**src/rtl/occ_ctrl_pkg.sv**
```systemverilog
package occ_ctrl_pkg;

  // Clamp a signed value to the range of a w-bit two's complement word.
  function automatic longint clamp_signed(longint v, int unsigned w);
    longint hi;
    longint lo;
    hi = (longint'(1) <<< (w - 1)) - 1;
    lo = -hi - 1;
    if (v > hi) return hi;
    if (v < lo) return lo;
    return v;
  endfunction

endpackage

```
**src/rtl/ofc_tick_sched.sv**
```systemverilog
module ofc_tick_sched #(
  parameter int CNT_W = 8
) (
  input  logic             clk,
  input  logic             rst_n,
  input  logic             tick,
  input  logic [CNT_W-1:0] period,
  input  logic [CNT_W-1:0] delay,
  output logic             sample_evt,
  output logic             apply_evt,
  output logic             capture
);
  logic [CNT_W-1:0] ph_q;

  // Phase advances only on local ticks.
  always_ff @(posedge clk) begin
    if (!rst_n) begin
      ph_q    <= '0;
      capture <= 1'b0;
    end else begin
      capture <= sample_evt;
      if (tick) ph_q <= (ph_q >= period - CNT_W'(1)) ? '0 : ph_q + CNT_W'(1);
    end
  end

  assign sample_evt = tick && (ph_q == '0);
  assign apply_evt  = tick && (ph_q == delay);

  // Capture is always the cycle after a tick edge, never on it.
  AST_CAPTURE_AFTER_TICK: assert property (@(posedge clk) disable iff (!rst_n)
    capture |-> $past(tick));

  AST_EVENTS_DISJOINT: assert property (@(posedge clk) disable iff (!rst_n)
    (delay != '0) |-> !(sample_evt && apply_evt));
endmodule

```
**src/rtl/ofc_err_sum.sv**
```systemverilog
module ofc_err_sum #(
  parameter int N_LINKS = 3,
  parameter int OCC_W   = 8,
  parameter int SUM_W   = OCC_W + 1 + $clog2(N_LINKS)
) (
  input  logic [N_LINKS*OCC_W-1:0] occ_lvl,
  input  logic [N_LINKS*OCC_W-1:0] occ_ref,
  output logic signed [SUM_W-1:0]  err_sum
);
  logic signed [OCC_W:0] diff [N_LINKS];

  // One signed difference per link: fill minus target.
  for (genvar i = 0; i < N_LINKS; i++) begin : g_diff
    assign diff[i] = $signed({1'b0, occ_lvl[i*OCC_W +: OCC_W]})
                   - $signed({1'b0, occ_ref[i*OCC_W +: OCC_W]});
  end

  always_comb begin
    err_sum = '0;
    for (int i = 0; i < N_LINKS; i++) err_sum = err_sum + SUM_W'(diff[i]);
  end
endmodule

```
**src/rtl/ofc_gain_sat.sv**
```systemverilog
module ofc_gain_sat #(
  parameter int SUM_W  = 11,
  parameter int GAIN_W = 8,
  parameter int OUT_W  = 10
) (
  input  logic signed [SUM_W-1:0]  err_sum,
  input  logic signed [GAIN_W-1:0] gain,
  output logic signed [OUT_W-1:0]  val_o
);
  localparam int PROD_W = SUM_W + GAIN_W;

  logic signed [PROD_W-1:0] prod;

  assign prod  = err_sum * gain;
  assign val_o = OUT_W'(occ_ctrl_pkg::clamp_signed(longint'(prod), OUT_W));

  // Clamping keeps the sign of the product.
  always_comb begin
    AST_SAT_SIGN: assert ((prod < 0) == (val_o < 0)) else $error("sign lost in clamp");
  end
endmodule

```
**src/rtl/occ_freq_ctrl.sv**
```systemverilog
module occ_freq_ctrl #(
  parameter int N_LINKS = 3,
  parameter int OCC_W   = 8,
  parameter int GAIN_W  = 8,
  parameter int OUT_W   = 10,
  parameter int CNT_W   = 8
) (
  input  logic                     clk,
  input  logic                     rst_n,
  input  logic                     tick,
  input  logic [N_LINKS*OCC_W-1:0] occ_lvl,
  input  logic [N_LINKS*OCC_W-1:0] occ_ref,
  input  logic signed [GAIN_W-1:0] gain,
  input  logic [CNT_W-1:0]         period,
  input  logic [CNT_W-1:0]         delay,
  output logic signed [OUT_W-1:0]  corr,
  output logic                     corr_wr
);
  localparam int SUM_W = OCC_W + 1 + $clog2(N_LINKS);

  logic                    sample_evt;
  logic                    apply_evt;
  logic                    capture;
  logic signed [SUM_W-1:0] err_sum;
  logic signed [OUT_W-1:0] fresh_val;
  logic signed [OUT_W-1:0] pend_q;

  ofc_tick_sched #(.CNT_W(CNT_W)) u_sched (
    .clk(clk), .rst_n(rst_n), .tick(tick), .period(period), .delay(delay),
    .sample_evt(sample_evt), .apply_evt(apply_evt), .capture(capture)
  );

  ofc_err_sum #(.N_LINKS(N_LINKS), .OCC_W(OCC_W), .SUM_W(SUM_W)) u_sum (
    .occ_lvl(occ_lvl), .occ_ref(occ_ref), .err_sum(err_sum)
  );

  ofc_gain_sat #(.SUM_W(SUM_W), .GAIN_W(GAIN_W), .OUT_W(OUT_W)) u_gain (
    .err_sum(err_sum), .gain(gain), .val_o(fresh_val)
  );

  // Capture holds a sample; the write edge forwards a same-edge capture.
  always_ff @(posedge clk) begin
    if (!rst_n) begin
      pend_q  <= '0;
      corr    <= '0;
      corr_wr <= 1'b0;
    end else begin
      if (capture) pend_q <= fresh_val;
      corr_wr <= apply_evt;
      if (apply_evt) corr <= capture ? fresh_val : pend_q;
    end
  end

  AST_STROBE_SINGLE: assert property (@(posedge clk) disable iff (!rst_n)
    corr_wr |=> !corr_wr);
  AST_HOLD_BETWEEN: assert property (@(posedge clk) disable iff (!rst_n)
    !corr_wr |-> $stable(corr));
  AST_STROBE_ON_TICK: assert property (@(posedge clk) disable iff (!rst_n)
    corr_wr |-> $past(tick));
endmodule

```
**config.mk**
```make
export PLATFORM = sky130hd
export DESIGN_NAME = occ_freq_ctrl
export DESIGN_NICKNAME = d
export VERILOG_FILES = /design/src/rtl/occ_ctrl_pkg.sv /design/src/rtl/ofc_tick_sched.sv /design/src/rtl/ofc_err_sum.sv /design/src/rtl/ofc_gain_sat.sv /design/src/rtl/occ_freq_ctrl.sv
export SDC_FILE = /design/constraint.sdc
export NUM_CORES = 1
export LEC_CHECK = 0
export BUFFER_PORTS_ARGS = -buffer_cell sky130_fd_sc_hd__buf_2
export CELL_PAD_IN_SITES_DETAIL_PLACEMENT = 1
export CELL_PAD_IN_SITES_GLOBAL_PLACEMENT = 1
export CORE_MARGIN = 3
export CORE_UTILIZATION = 41
export CTS_BUF_LIST = sky130_fd_sc_hd__clkbuf_16
export DETAILED_ROUTE_END_ITERATION = 10
export GPL_TIMING_DRIVEN = 0
export PLACE_DENSITY_LB_ADDON = 0.1
export REMOVE_ABC_BUFFERS = 1
export SLEW_MARGIN = 20
export SYNTH_ARGS = -nofsm -noshare
export SYNTH_HDL_FRONTEND = slang
export SYNTH_SLANG_ARGS = --single-unit
export TNS_END_PERCENT = 20
```
**constraint.sdc**
```tcl
create_clock -name clk -period 8.5 [get_ports clk]
set_input_delay 0.85 -clock clk [delete_from_list [all_inputs] [get_ports clk]]
set_output_delay 0.85 -clock clk [all_outputs]
set_load 0.005 [all_outputs]
```
==> impl_metrics.csv <==
group,metric,value,unit
run_status,outcome,"finished, final reports clean",
cts,cts_root_buf,"clkbuf_16",
placement,dp_hpwl,13800,um
worst_setup_path,crit_fanout,4,
cts,cts_hold_buf,0,
detailed_routing,vias,5633,
timing,setup-violations-final,0,
cells_and_area,areaGrowthSynthToFinish,21.9,%
detailed_routing,drtPass1Iterations,4,
cells_and_area,final_layout_size_suffix_gt1_frac,0.224,
hold_path,hold_path_class,"reg2reg",
cells_and_area,final_cell_mix,"inv_1 (145), buf_2 (85), ha_1 (75), fa_1 (74), and2_1 (57)",
flow_run,cap_violations,0,
cts,insertion_delay,0.28,ns
floorplanning,die_w,133,um
logic_synthesis,synth_area,6600,um2
timing,max-slew-margin-rel,0.426,
floorplanning,fp.dieH,133,um
worst_setup_path,crit_path_top_delay_cell,"fa_1",
global_routing,grt_usage,0.194,
logic_synthesis,synthDistinctLibCells,54,
floorplanning,fp.coreArea,15500,um2
worst_setup_path,r2r-start,"u_sched.ph_q[0]",
timing,fin_worst_skew,0.00718,ns
logic_synthesis,ys_seq_area_frac,0.0910,
logic_synthesis,synth-async-reset-ratio,0,
placement,io_buffers,85,
cells_and_area,nets,1124,
global_routing,antenna_found_initial,0,
placement,place.gp.congestion,0.851,
worst_setup_path,worstPathRequired,8.68,ns
worst_setup_path,crit_start,"occ_lvl[16]",
cts,cts_inserted_buffers,5,
logic_synthesis,yosys_warnings,0,
logic_synthesis,synth_ff_type,"dfxtp_1",
timing,tns,0,ns
cells_and_area,layout_commonest_cell,"inv_1",
cts,cts_max_level,2,
hold_path,min_from,"pend_q[9]",
timing,tightest_slew,0.857,ns
global_routing,first_global_vias,6249,
logic_synthesis,synth_seq_cells,30,
logic_synthesis,avgSynthCellArea,8.42,um2
timing,finalHoldViolCount,0,
detailed_routing,drt_iter0_drc,180,
cts,clockBufferDepth,2,
global_routing,grt_pass1_wl,28900,um
worst_setup_path,crit_type,"in2reg",
worst_setup_path,critPathLaunchType,"primary input",
logic_synthesis,postSynthCellCount,784,
global_routing,grt_max_degree,19,
detailed_routing,ant_nets,0,
worst_setup_path,cp-end-kind,"register",
cts,cts_tree,"built",
placement,placed_cells,1063,
cells_and_area,instances_no_fill,1095,
timing,slew_viol_final,0,
worst_setup_path,critPathArrivalTime,8.42,ns
detailed_routing,wl_per_cell,15.7,um
cts,path_clk_slew,0.05,ns
worst_setup_path,max_stage_delay,0.54,ns
global_routing,grt-ovfl-total,0,
cells_and_area,diodes,0,
timing,holdWs,0.496,ns
timing,max_freq,121,MHz
detailed_routing,routed_wl,17200,um
floorplanning,ios,86,
timing,min_period_over_period,0.969,
detailed_routing,route.detailed.drc,0,
floorplanning,rows,45,
floorplanning,initial_utilization,0.426,
timing,fin_crit,8.24,ns
detailed_routing,via_per_inst,5.14,
logic_synthesis,synth-edff-count,0,
cts,cts.sinks,30,
floorplanning,die_area,17700,um2
-- layer usage --
layer | vias up | share of wire | track usage
met3 | 19 | 0.010 | 0.0106
met1 | 2819 | 0.44 | 0.240
met4 | 0 | 0.014 | 0.0508
met5 | - | 0 | 0
met2 | 50 | 0.54 | 0.363
li1 | 2745 | - | -
-- logic make-up (layout without fill, tap and decap cells) --
logic type | count (synthesis) | in the layout | synth area share
compound gates | 149 | 149 | 0.151
mux | 5 | 5 | 0.00796
buf+inv | 166 | 266 | 0.0951
fa+ha+maj | 166 | 166 | 0.403
simple gates | 201 | 201 | 0.163
xor+xnor | 67 | 67 | 0.0889
flops | 30 | 30 | 0.0910
-- per-stage QoR --
stage	worst slack (ns)	util	instance area, um2
6_report	0.259	0.520	8050
5_1_grt	-0.192	0.520	8050
4_1_cts	0.0101	0.489	7570
3_5_place_dp	-1.29	0.468	7240
3_3_place_gp	-1.63	0.466	7220
2_1_floorplan	0.0574	-	6530
-- synth_stat cells (9+ instances only) --
cell type	number	area share
dfxtp_1	30	0.091
nand2b_1	13	0.012
fa_1	78	0.24
nor2b_1	16	0.015
a31oi_1	9	0.0085
nand2_1	39	0.022
a211oi_1	18	0.020
xor2_1	19	0.025
inv_1	146	0.083
o211ai_1	9	0.010
clkbuf_1	16	0.0091
xnor2_1	48	0.064
a21o_1	19	0.022
o21ai_0	24	0.018
and2_1	59	0.056
nor2_1	40	0.023
nor3_1	9	0.0068
o21bai_1	12	0.014
ha_1	88	0.17
a21oi_1	28	0.021
-- area by class of cell --
type                            instances  area [um2]
Fill cell                            1873        7440
Multi-Input combinational cell        588        5820
Timing Repair Buffer                  110         668
Sequential cell                        30         601
Inverter                              148         556
Tap cell                              211         264
Clock buffer                            5         125
Clock inverter                          3        16.3
-- flip-flops by register name (all words and copies together), names as in the netlist --
register         count
corr                10
u_sched.capture      1
corr_wr              1
u_sched.ph_q         8
pend_q              10
-- repair_timing --
item / in CTS / in global routing
gates cloned: 0 / 1
buffers inserted: 7 / 16
pin swaps: 7 / 39
resized for setup: 18 / 83
setup endpoints to repair: 20 / 20
-- path summary, 6_finish.rpt --
check                    end  slack (ns)  cells after the start
min reg2reg        pend_q[9]        0.50                      2
max                pend_q[8]        0.26                     36
min                pend_q[9]        0.50                      2
max reg2reg  u_sched.ph_q[4]        5.75                     10
-- critical path: cells and delay by family --
| family | cells | cell delay [ns] |
|---|---|---|
| fa+ha+maj | 10 | 4.08 |
| compound gates | 11 | 1.68 |
| buf+inv | 10 | 1.00 |
| simple gates | 4 | 0.61 |
| xor+xnor | 1 | 0.17 |
Power is left out: the tool's default activity adds up to more than one toggle a clock period on the data nets, which glitch-free logic cannot reach.
